**src/rtl/sys_ctrl_port.sv**
```systemverilog
module sys_ctrl_port #(
  parameter int REFRESH_DIV = 2048
) (
  input  logic       clk,
  input  logic       rst_n,
  input  logic       wr_en,
  input  logic [7:0] wr_data,
  input  logic       rd_en,
  input  logic       ch2_out,
  output logic       ch2_gate,
  output logic       spk_en,
  output logic [1:0] ch01_gate,
  output logic [7:0] rd_data
);

  localparam int CNT_W    = (REFRESH_DIV > 1) ? $clog2(REFRESH_DIV) : 1;
  localparam int B_GATE   = 0;
  localparam int B_SPK    = 1;
  localparam int B_REFR   = 4;
  localparam int B_OUT    = 5;
  localparam logic [CNT_W-1:0] CNT_LAST = CNT_W'(REFRESH_DIV - 1);

  logic [CNT_W-1:0] div_cnt;
  logic             refresh;
  logic [7:0]       status_byte;

  assign ch01_gate = 2'b11;

  always_ff @(posedge clk) begin
    if (!rst_n) begin
      div_cnt <= '0;
      refresh <= 1'b0;
    end else if (div_cnt == CNT_LAST) begin
      div_cnt <= '0;
      refresh <= ~refresh;
    end else begin
      div_cnt <= div_cnt + 1'b1;
    end
  end

  always_ff @(posedge clk) begin
    if (!rst_n) begin
      ch2_gate <= 1'b0;
      spk_en   <= 1'b0;
    end else if (wr_en) begin
      ch2_gate <= wr_data[B_GATE];
      spk_en   <= wr_data[B_SPK];
    end
  end

  always_comb begin
    status_byte         = '0;
    status_byte[B_GATE] = ch2_gate;
    status_byte[B_SPK]  = spk_en;
    status_byte[B_REFR] = refresh;
    status_byte[B_OUT]  = ch2_out;
  end

  always_ff @(posedge clk) begin
    if (!rst_n)
      rd_data <= '0;
    else if (rd_en)
      rd_data <= status_byte;
  end

  a_r2_write_ctrl: assert property (@(posedge clk) disable iff (!rst_n)
    wr_en |=> (ch2_gate == $past(wr_data[0])) && (spk_en == $past(wr_data[1])));

  a_r3_ctrl_hold: assert property (@(posedge clk) disable iff (!rst_n)
    (!wr_en && $past(rst_n)) |=> $stable(ch2_gate) && $stable(spk_en));

  a_r4_read_layout: assert property (@(posedge clk) disable iff (!rst_n)
    rd_en |=> (rd_data[5] == $past(ch2_out)) && (rd_data[1:0] == $past({spk_en, ch2_gate}))
              && (rd_data[7:6] == 2'b00) && (rd_data[3:2] == 2'b00));

  a_r5_refresh_wrap: assert property (@(posedge clk) disable iff (!rst_n)
    (div_cnt != CNT_LAST) |=> $stable(refresh));

  a_r6_read_hold: assert property (@(posedge clk) disable iff (!rst_n)
    !rd_en |=> $stable(rd_data));

endmodule

```
**config.mk**
```make
export PLATFORM = sky130hd
export DESIGN_NAME = sys_ctrl_port
export DESIGN_NICKNAME = d
export VERILOG_FILES = /design/src/rtl/sys_ctrl_port.sv
export SDC_FILE = /design/constraint.sdc
export NUM_CORES = 1
export LEC_CHECK = 0
export BUFFER_PORTS_ARGS = -buffer_cell sky130_fd_sc_hd__buf_2
export CAP_MARGIN = 40
export CORE_MARGIN = 4
export CORE_UTILIZATION = 55
export CTS_BUF_LIST = sky130_fd_sc_hd__clkbuf_8
export DETAILED_ROUTE_END_ITERATION = 10
export PLACE_DENSITY = 0.85
export SYNTH_ARGS = -nofsm -noshare
export SYNTH_HDL_FRONTEND = slang
export SYNTH_SLANG_ARGS = --single-unit
export TNS_END_PERCENT = 50
```
**constraint.sdc**
```tcl
create_clock -name clk -period 3.35 [get_ports clk]
set_clock_uncertainty 0.05 [all_clocks]
set_input_delay 0.8375 -clock clk [delete_from_list [all_inputs] [get_ports clk]]
set_output_delay 0.8375 -clock clk [all_outputs]
set_load 0.03 [all_outputs]
```
== Word-level counts from Yosys, hierarchy flattened ==
Index checks and enable logic that the tools add are counted.

* Bitwise gates (word level): 2
* Eq/ne operators: 1
* $add $sub $neg: 1
* Reduce and logical (&&, ||, !) cells: 1

{| class="wikitable"
|+ Operators by type and width
! operator !! count
|-
| adder 11 x 1 -> 11 bit (second input constant) || 1
|-
| equality test 11 bit (second input constant) || 1
|-
| inverter 1 bit || 2
|-
| OR reduction 2 bit || 1
|}

* Output and inout bits: 12
* Logic and storage cells: 10
* Bits in registers: 18

== Longest topological paths before layout ==
Gate-level depths: netlist of the first run.

* Word-level depth: 2
* Depth in mapped cells: 4
* Mapped depth without buffers: 4

== Worst setup path before layout of the first run ==
No wires, ideal clock.

* Path type: register to register
* Start: register div_cnt[0]
* End: register div_cnt[10]
* Setup time: 70 ps
* Data arrival time: 1371 ps
* Cell stages (with the launch flop): 5
* Clock period less this slack: 1490 ps
* Data required time: 3230 ps
* Path slack: 1860 ps
* Path through: dfxtp_1 -> ha_1 -> nand4_4 -> or4_1 -> a21oi_1

* Cells in the longest elaborated chain, start to end: 2

{| class="wikitable"
|+ Ends and longest elaborated chain
! what !! RTL line !! source
|-
| start, declared || 23 || <nowiki>logic [CNT_W-1:0] div_cnt;</nowiki>
|-
| start signal, assigned || 37 || <nowiki>div_cnt <= div_cnt + 1'b1;</nowiki>
|-
| parallel branches: the longest is 2 deep, another holds adder 11 x 1 -> 11 bit || -- ||
|}

Several ways; the timed one is not identified.
A chain may end at the register's enable or synchronous reset.

== Worst setup path after layout of the first run ==
* Start: register spk_en
* End: output port spk_en

{| class="wikitable"
|+ RTL lines
! what !! RTL line !! source
|-
| start, declared || 11 || <nowiki>output logic spk_en,</nowiki>
|-
| start signal, assigned || 47 || <nowiki>spk_en <= wr_data[B_SPK];</nowiki>
|}

No word-level cell between the ends.

==> flow_metrics.py, run 1 <==
metrics = {
    "power": {
        "vdd_drop_max_mv": 0.408,
        "pwr-share-seq": 0.520,
        "cellInternalPower_uw": 338,
        "leakage_nw": 0.383,
        "clock_power_share": 0.385,
        "post-layout-total-power_uw": 438,
        "switching_share": 0.228,
        "powerDensity_mw_per_mm2": 484,
        "combPwrFrac": 0.095,
        "netSwitchingPower_uw": 99.7,
    },
    "clock_tree": {
        "holdBufCountCts": 0,
        "tritoncts": "yes",
        "cts.reportedPaths.clkPinSlew_ps": 60,
        "cts_sink_cnt": 18,
        "htree_levels": 1,
        "max-clock-path-buffers": 2,
        "post_cts_gate_resize_count": 0,
        "cts.root.buffer_cell": "sky130_fd_sc_hd__clkbuf_8",
        "cts_buffers": 3,
        "clk_latency_ps": 250,
        "cts.repair_timing.setup_buffer_count": 0,
    },
    "job": {
        "max_cap_violations": 0,
    },
    "synth": {
        "post_synth_inst_count": 85,
        "synth.distinct_cells": 27,
        "syn_avg_cell_area_sq_um": 9.48,
        "synth_seq_area_share": 0.447,
        "yosysWarnings": 0,
        "synth.cell_area_sq_um": 806,
        "postSynth.asyncResetShare": 0,
        "yosys_most_used_dff": "sky130_fd_sc_hd__dfxtp_1",
        "synth_edf_count": 0,
        "synth_seq_cells": 18,
    },
    "critical_path": {
        "cp_cell_sequence": "buf_2",
        "rrSetupSlack_ps": 1760,
        "timing.critical_path.fanout_max": 3,
        "crit_family": "flip-flops",
        "crit_path_buf_inv_count": 1,
        "timing.critical_path.slowest_stage_cell": "sky130_fd_sc_hd__dfxtp_1",
        "max_stage_delay_ps": 350,
        "critPathLaunchType": "flip-flop",
        "worstSetupEndpointType": "primary output",
        "cp_data_required_time_ps": 2460,
        "cp.arrival_ps": 800,
        "setup.worst_path.class": "flip-flop to primary output",
    },
    "grt": {
        "globalRouteTotalUtil": 0.144,
        "global_route.overflow_total": 0,
        "grt_start_max_net_pins": 11,
        "grt_pass1_vias": 531,
        "grt_first_pass_wirelength_um": 2180,
        "antenna_violations_before_repair": 0,
    },
    "final_layout": {
        "fillCellCount": 110,
        "drive_gt1_frac": 0.214,
        "layout.cells.most_common": "sky130_fd_sc_hd__dfxtp_1",
        "final_cell_mix": "18 x sky130_fd_sc_hd__dfxtp_1, 12 x sky130_fd_sc_hd__buf_2, 11 x sky130_fd_sc_hd__nor2_1, 6 x sky130_fd_sc_hd__mux2i_1, 6 x sky130_fd_sc_hd__conb_1",
        "instances_no_fill": 113,
        "syn_to_final_growth_pct": 12.4,
        "antenna_cells": 0,
        "layout.nets": 113,
        "finish.utilization": 0.679,
    },
    "sta": {
        "setup_viol": 0,
        "fmax_mhz": 594,
        "final.setup.worst_slack_ps": 1670,
        "setup_tns_ps": 0,
        "layout_worst_path_cycle_share": 0.503,
        "final-max-slew-violation-count": 0,
        "grt_setup_unrepaired": "no",
        "finalHoldViolations": 0,
        "final_period_minus_worst_setup_slack_ps": 1680,
    },
    "worst_hold_path": {
        "worst_min_delay_path_class": "flip-flop to flip-flop",
    },
    "floorplanning": {
        "io_pins": 25,
        "die_h_um": 46.3,
        "fp.coreArea_sq_mm": 0.00133,
        "site_row_count": 13,
        "die_area_sq_mm": 0.00214,
        "chipWidth_um": 46.3,
        "initial_utilization": 0.604,
    },
    "detailed_routing": {
        "drt_pre_antenna_iters": 4,
        "vias": 601,
        "drcViolationCount": 0,
        "routed_wirelength_um": 1320,
        "detail-route-antenna-nets": 0,
        "first_iter_violations": 8,
        "wire_per_inst_um": 11.6,
        "vias_cell": 5.32,
    },
    "placement": {
        "placement.io_buffers": 12,
        "hpwl_reported_at_the_end_of_detailed_placement_um": 978,
        "globalplace.congestion": 0.707,
        "place_inst": 109,
        "place_ws_ps": 1750,
    },
    "outcome": {
        "run_status": "finished clean",
    },
}
layer usage:
metal  global-route usage  share of wire
met2                0.253           0.48
met5                    0              0
met3               0.0586          0.083
met1                0.159           0.43
met4               0.0341         0.0061
kinds of logic (layout without fill, tap and decap cells):
kind of cell,Yosys count,in the layout,share of synthesized area
AOI/OAI and AO/OA,15,15,0.135
other,2,6,0.00932
adders and majority gates,1,1,0.0155
xor gates and xnor gates,3,3,0.0326
buffers and inverters,12,21,0.0838
muxes,6,6,0.0745
DFF,18,18,0.447
and+or+nand+nor,28,28,0.202
state kept, by name (all words and copies together) (netlist names):
register,cells
ch2_gate,1
div_cnt,11
spk_en,1
refresh,1
rd_data,4
power by group through the flow:
stage / clock (mW) / combinational [mW] / sequential [mW]
6_report: 0.169 / 0.0417 / 0.228
5_1_grt: 0.185 / 0.0459 / 0.229
4_1_cts: 0.173 / 0.0419 / 0.228
3_5_place_dp: 0 / 0.0417 / 0.232
3_3_place_gp: 0 / 0.0404 / 0.232
2_1_floorplan: 0 / 0.0310 / 0.237
area by class of cell:
class	count	area (sq um)	area share
inverters	5	18.8	0.0207
flip-flops and latches	18	360	0.398
repair buffers	12	60.1	0.0663
well taps	15	18.8	0.0207
clock buffers	4	55.1	0.0608
multi-input cells	59	393	0.434
through the flow:
step | cell area (sq um) | hold WS (ps)
after CTS | 906 | 417
after detailed placement | 851 | 402
after global routing | 906 | 473
after global placement | 851 | 393
after floorplan | 821 | 380
final | 906 | 412
cell usage after synthesis, types with 2 or more instances:
| master | instances | area, sq um |
|---|---|---|
| sky130_fd_sc_hd__nand3_1 | 3 | 15.0 |
| sky130_fd_sc_hd__o21ai_0 | 3 | 15.0 |
| sky130_fd_sc_hd__or4_1 | 3 | 22.5 |
| sky130_fd_sc_hd__dfxtp_1 | 18 | 360 |
| sky130_fd_sc_hd__conb_1 | 2 | 7.51 |
| sky130_fd_sc_hd__a21oi_1 | 5 | 25.0 |
| sky130_fd_sc_hd__inv_1 | 4 | 15.0 |
| sky130_fd_sc_hd__buf_4 | 6 | 45.0 |
| sky130_fd_sc_hd__nand2_1 | 4 | 15.0 |
| sky130_fd_sc_hd__xor2_1 | 2 | 17.5 |
| sky130_fd_sc_hd__nor2_1 | 11 | 41.3 |
| sky130_fd_sc_hd__mux2i_1 | 6 | 60.1 |
| sky130_fd_sc_hd__o31ai_1 | 2 | 15.0 |
| sky130_fd_sc_hd__or3_1 | 3 | 18.8 |
worst paths after layout:
| check | endpoint | depth (start not counted) | startpoint |
|---|---|---|---|
| worst min register to register | div_cnt[0]$_SDFF_PP0_ | 1 | div_cnt[0]$_SDFF_PP0_ |
| worst max register to register | div_cnt[10]$_SDFF_PP0_ | 4 | div_cnt[0]$_SDFF_PP0_ |
| worst max-delay path | spk_en | 1 | spk_en$_SDFFE_PN0P_ |
| worst min-delay path | div_cnt[0]$_SDFF_PP0_ | 1 | div_cnt[0]$_SDFF_PP0_ |
Power figures use the tool's default switching activity.
==> run 2, diff against run 1 <==
Settings changed: CORE_ASPECT_RATIO set to 1.2, CORE_UTILIZATION 55 to 46, PLACE_DENSITY 0.85 to 0.76.
Clock period 3.35 ns to 1.4 ns, I/O delays scaled along.
==> flow_metrics.py, run 2 (synthesis gave the netlist of run 1 again) <==
metrics = {
    "grt": {
        "grt_pass1_vias": 618,
        "grt_first_pass_wirelength_um": 2510,
        "global_route.overflow_total": 0,
        "globalRouteTotalUtil": 0.143,
        "antenna_violations_before_repair": 0,
        "grt_start_max_net_pins": 10,
    },
    "critical_path": {
        "cp.arrival_ps": 1560,
        "r2r_start": "div_cnt[1]$_SDFF_PP0_",
        "regToRegEndpoint": "div_cnt[10]$_SDFF_PP0_",
        "rrSetupSlack_ps": -10,
        "setup.worst_path.class": "flip-flop to flip-flop",
        "ff2ff_path_depth": 4,
        "cp_data_required_time_ps": 1540,
        "max_stage_delay_ps": 510,
        "timing.critical_path.slowest_stage_cell": "sky130_fd_sc_hd__or4_4",
        "critPathLaunchType": "flip-flop",
        "timing.critical_path.fanout_max": 7,
        "worstSetupEndpointType": "flip-flop",
        "cp_cell_sequence": "ha_4 > nand4_4 > or4_4 > a21oi_2",
    },
    "clock_tree": {
        "tritoncts": "yes",
        "cts.root.buffer_cell": "sky130_fd_sc_hd__clkbuf_8",
        "htree_levels": 1,
        "holdBufCountCts": 0,
        "cts_sink_cnt": 18,
        "max-clock-path-buffers": 2,
        "cts.reportedPaths.clkPinSlew_ps": 70,
        "clk_latency_ps": 250,
        "cts_buffers": 3,
    },
    "final_layout": {
        "antenna_cells": 0,
        "final_cell_mix": "13 x sky130_fd_sc_hd__buf_4, 12 x sky130_fd_sc_hd__dfxtp_1, 12 x sky130_fd_sc_hd__buf_2, 11 x sky130_fd_sc_hd__nor2_1",
        "largest_register_ff_count": 11,
        "instances_no_fill": 128,
        "largest_register": "div_cnt",
        "seqCellArea_sq_um": 368,
        "multiInputGateArea_sq_um": 424,
        "finish.utilization": 0.629,
        "layout.nets": 126,
        "largestRegisters": "div_cnt (11), rd_data (4)",
        "syn_to_final_growth_pct": 28.1,
        "drive_gt1_frac": 0.391,
        "layout.cells.most_common": "sky130_fd_sc_hd__buf_4",
        "fillCellCount": 142,
    },
    "detailed_routing": {
        "detail-route-antenna-nets": 0,
        "drcViolationCount": 0,
        "wire_per_inst_um": 11.8,
        "routed_wirelength_um": 1510,
        "drt_pre_antenna_iters": 2,
        "vias_cell": 5.19,
        "vias": 664,
        "first_iter_violations": 2,
    },
    "sta": {
        "layout_worst_path_cycle_share": 1.01,
        "setup_viol": 1,
        "grt_setup_unrepaired": "yes",
        "final-max-slew-violation-count": 0,
        "final.setup.worst_slack_ps": -14.9,
        "final_period_minus_worst_setup_slack_ps": 1410,
        "finalHoldViolations": 0,
        "fmax_mhz": 707,
    },
    "floorplanning": {
        "site_row_count": 16,
        "die_area_sq_mm": 0.00249,
        "io_pins": 25,
        "fp.coreArea_sq_mm": 0.00164,
        "chipWidth_um": 46.2,
        "initial_utilization": 0.491,
        "die_h_um": 53.8,
    },
    "worst_hold_path": {
        "holdCritStartpoint": "ch2_out",
        "whs_endpoint": "rd_data[5]$_SDFFE_PN0P_",
        "worst_min_delay_path_class": "primary input to flip-flop",
        "timing.hold.worst_path_depth": 3,
    },
    "power": {
        "powerDensity_mw_per_mm2": 994,
        "vdd_drop_max_mv": 0.446,
        "post-layout-total-power_mw": 1.03,
        "leakage_nw": 0.447,
    },
    "placement": {
        "place_inst": 120,
        "place_ws_ps": -20.1,
        "hpwl_reported_at_the_end_of_detailed_placement_um": 1050,
        "placement.io_buffers": 12,
        "globalplace.congestion": 0.638,
    },
    "job": {
        "max_cap_violations": 0,
    },
    "outcome": {
        "violated_checks": "setup timing",
        "run_status": "finished, violations left",
    },
}
run 2: changes by cell type in the layout (fill, tap and decap cells not counted), sizes merged:
cell    previous run  this run
buf               12        25
clkbuf             4         3
run 2: critical path, delay by kind of cell (launching register included):
family	cells	cell delay (ps)
AOI/OAI and AO/OA	1	150
adders and majority gates	1	150
DFF	1	350
and+or+nand+nor	2	640
run 2: metrics by stage:
stage	instance area, sq um	TNS, ps	hold WS [ps]
floorplan	836	0	380
global placement	930	-0.303	418
detailed placement	930	-32.0	427
CTS	993	-18.1	280
global route	1030	-160	322
finish	1030	-14.9	277
run 2: area by class of cell:
class,count,area share
Inverter,5,0.0182
Timing Repair Buffer,25,0.153
Multi-Input combinational cell,59,0.411
Clock buffer,3,0.0400
Tap cell,18,0.0218
Sequential cell,18,0.356
run 2: how the worst max path moves through the flow:
stage	to	depth (start not counted)	slack [ps]	from
floorplan	div_cnt[10]$_SDFF_PP0_	4	20	div_cnt[1]$_SDFF_PP0_
global placement	div_cnt[10]$_SDFF_PP0_	4	-0.3	div_cnt[1]$_SDFF_PP0_
detailed placement	div_cnt[10]$_SDFF_PP0_	4	-20	div_cnt[1]$_SDFF_PP0_
CTS	div_cnt[10]$_SDFF_PP0_	4	-20	div_cnt[1]$_SDFF_PP0_
global route	div_cnt[10]$_SDFF_PP0_	4	-70	div_cnt[1]$_SDFF_PP0_
finish	div_cnt[10]$_SDFF_PP0_	4	-10	div_cnt[1]$_SDFF_PP0_
run 2: timing repair:
item / in CTS / in global routing
setup buffers: 3 / 2
pin swaps: 0 / 2
endpoints found under the setup margin: 8 / 11
resized for setup: 0 / 9
run 2: routing by layer:
layer	wire length (um)	share of wire	global-route usage
met1	636	0.42	0.152
met2	733	0.48	0.227
met3	100	0.066	0.0334
met4	43	0.028	0.133
met5	0	0	0
run 2: where the power goes:
part           total (mW)  switching (mW)  internal [mW]
registers           0.546          0.0149          0.531
logic               0.120          0.0747         0.0457
clock network       0.359           0.168          0.191
==> run 3, diff against run 2 <==
==> constraint.sdc (replaced) <==
create_clock -name clk -period 1.4 [get_ports clk]
set_clock_uncertainty 0.05 [all_clocks]
set_input_delay 0.14 -clock clk [delete_from_list [all_inputs] [get_ports clk]]
set_output_delay 0.14 -clock clk [all_outputs]
set_load 0.03 [all_outputs]
==> flow_metrics.py, run 3 (synthesis gave the netlist of run 1 again) <==
metrics = {
    "critical_path": {
        "setup.worst_path.class": "flip-flop to flip-flop",
        "cp_cell_sequence": "ha_4 > nand4_4 > or4_4 > a21oi_2",
        "worstSetupEndpointType": "flip-flop",
        "crit_family": "simple AND/OR/NAND/NOR gates",
        "cp_data_required_time_ps": 1540,
        "rrSetupSlack_ps": 30,
        "timing.critical_path.slowest_stage_cell": "sky130_fd_sc_hd__or4_4",
        "crit_path_buf_inv_count": 0,
        "critPathLaunchType": "flip-flop",
        "max_stage_delay_ps": 510,
        "regToRegEndpoint": "div_cnt[10]$_SDFF_PP0_",
        "cp.arrival_ps": 1510,
        "timing.critical_path.fanout_max": 6,
        "ff2ff_path_depth": 4,
        "r2r_start": "div_cnt[1]$_SDFF_PP0_",
        "total_number_of_cells_along_the_worst_setup_path": 4,
    },
    "power": {
        "vdd_drop_max_mv": 0.508,
        "powerDensity_mw_per_mm2": 1040,
        "leakage_nw": 0.446,
        "post-layout-total-power_mw": 1.08,
    },
    "worst_hold_path": {
        "timing.hold.worst_path_depth": 3,
        "whs_endpoint": "rd_data[5]$_SDFFE_PN0P_",
        "worst_min_delay_path_class": "primary input to flip-flop",
        "holdCritStartpoint": "ch2_out",
    },
    "placement": {
        "placement.io_buffers": 12,
        "hpwl_reported_at_the_end_of_detailed_placement_um": 1030,
        "globalplace.congestion": 0.637,
        "place_inst": 120,
    },
    "final_layout": {
        "largest_register": "div_cnt",
        "largest_register_ff_count": 11,
        "final_cell_mix": "12 x sky130_fd_sc_hd__dfxtp_1, 12 x sky130_fd_sc_hd__buf_2, 11 x sky130_fd_sc_hd__nor2_1, 11 x sky130_fd_sc_hd__buf_4",
        "syn_to_final_growth_pct": 28.3,
        "instances_no_fill": 127,
        "layout.nets": 124,
        "antenna_cells": 0,
        "fillCellCount": 148,
        "drive_gt1_frac": 0.385,
        "largestRegisters": "div_cnt (11), rd_data (4)",
    },
    "floorplanning": {
        "site_row_count": 16,
        "die_area_sq_mm": 0.00249,
        "die_h_um": 53.8,
        "fp.coreArea_sq_mm": 0.00164,
        "io_pins": 25,
        "chipWidth_um": 46.2,
        "initial_utilization": 0.491,
    },
    "detailed_routing": {
        "routed_wirelength_um": 1390,
        "detail-route-antenna-nets": 0,
        "drt_pre_antenna_iters": 4,
        "first_iter_violations": 5,
        "vias": 656,
        "vias_cell": 5.17,
        "wire_per_inst_um": 10.9,
        "drcViolationCount": 0,
    },
    "clock_tree": {
        "holdBufCountCts": 0,
        "cts.reportedPaths.clkPinSlew_ps": 70,
        "clk_latency_ps": 250,
        "htree_levels": 1,
        "tritoncts": "yes",
        "cts_sink_cnt": 18,
        "cts.root.buffer_cell": "sky130_fd_sc_hd__clkbuf_8",
        "max-clock-path-buffers": 2,
        "cts_buffers": 3,
    },
    "sta": {
        "finalHoldViolations": 0,
        "grt_setup_unrepaired": "yes",
        "final-max-slew-violation-count": 0,
        "final_period_minus_worst_setup_slack_ps": 1370,
        "layout_worst_path_cycle_share": 0.980,
        "setup_viol": 0,
        "fmax_mhz": 729,
    },
    "outcome": {
        "run_status": "finished clean",
    },
    "grt": {
        "grt_first_pass_wirelength_um": 2330,
        "grt_pass1_vias": 585,
        "antenna_violations_before_repair": 0,
        "grt_start_max_net_pins": 11,
        "global_route.overflow_total": 0,
        "globalRouteTotalUtil": 0.130,
    },
    "job": {
        "max_cap_violations": 0,
    },
}
[run 3: changes by cell type in the layout (fill, tap and decap cells not counted)]
cell | before | now
sky130_fd_sc_hd__o21ai_0 | 2 | 3
sky130_fd_sc_hd__o21ai_1 | 1 | 0
sky130_fd_sc_hd__clkbuf_8 | 3 | 4
sky130_fd_sc_hd__dfxtp_2 | 6 | 5
sky130_fd_sc_hd__dfxtp_4 | 0 | 1
sky130_fd_sc_hd__buf_4 | 13 | 11
[run 3: final cells by class]
class                   instances  area, sq um  share of cell area
repair buffers                 23          143               0.138
clock buffers                   4         55.1              0.0533
well taps                      18         22.5              0.0218
flip-flops and latches         18          370               0.358
inverters                       5         18.8              0.0182
multi-input cells              59          424               0.410
[run 3: how the worst max path moves through the flow]
stage,slack [ps],end,start
6_report,30,div_cnt[10]$_SDFF_PP0_,div_cnt[1]$_SDFF_PP0_
5_1_grt,-70,div_cnt[6]$_SDFF_PP0_,div_cnt[1]$_SDFF_PP0_
4_1_cts,7,div_cnt[10]$_SDFF_PP0_,div_cnt[1]$_SDFF_PP0_
3_5_place_dp,-20,div_cnt[10]$_SDFF_PP0_,div_cnt[1]$_SDFF_PP0_
3_3_place_gp,-0.03,div_cnt[10]$_SDFF_PP0_,div_cnt[1]$_SDFF_PP0_
2_1_floorplan,20,div_cnt[10]$_SDFF_PP0_,div_cnt[1]$_SDFF_PP0_
[run 3: timing repair]
action	4_1_cts	5_1_grt
buffers inserted	2	1
endpoints found under the hold margin	0	0
gates resized for setup	1	8
pin swaps	1	3
setup endpoints to repair	7	11
[run 3: report_power, final]
| part | internal (mW) | switching [mW] |
|---|---|---|
| logic | 0.0457 | 0.0756 |
| clock network | 0.249 | 0.163 |
| registers | 0.529 | 0.0150 |
| total | 0.824 | 0.254 |
[run 3: metrics by stage]
step	cell area, sq um	utilization	hold WS (ps)	setup TNS (ps)	worst slack, ps
3_5_place_dp	930	0.566	333	-26.7	-21.4
2_1_floorplan	836	-	237	0	15.6
3_3_place_gp	930	0.566	328	-0.0256	-0.0256
5_1_grt	1030	0.630	109	-129	-70.4
6_report	1030	0.630	72.7	0	28.3
4_1_cts	1000	0.610	72.6	0	7.14
[run 3: per-layer routing]
metal  GRT usage  vias to the layer above  share of wire
met5           0                        -              0
met4      0.0711                        0          0.017
met3      0.0301                        4          0.074
met2       0.222                       21           0.48
met1       0.145                      297           0.43
li1            -                      334              -
[run 3: worst min-delay path: cells and delay by family]
kind,cells,cell delay [ps]
multiplexers,1,50
buffers and inverters,1,70
AND/OR/NAND/NOR,1,70
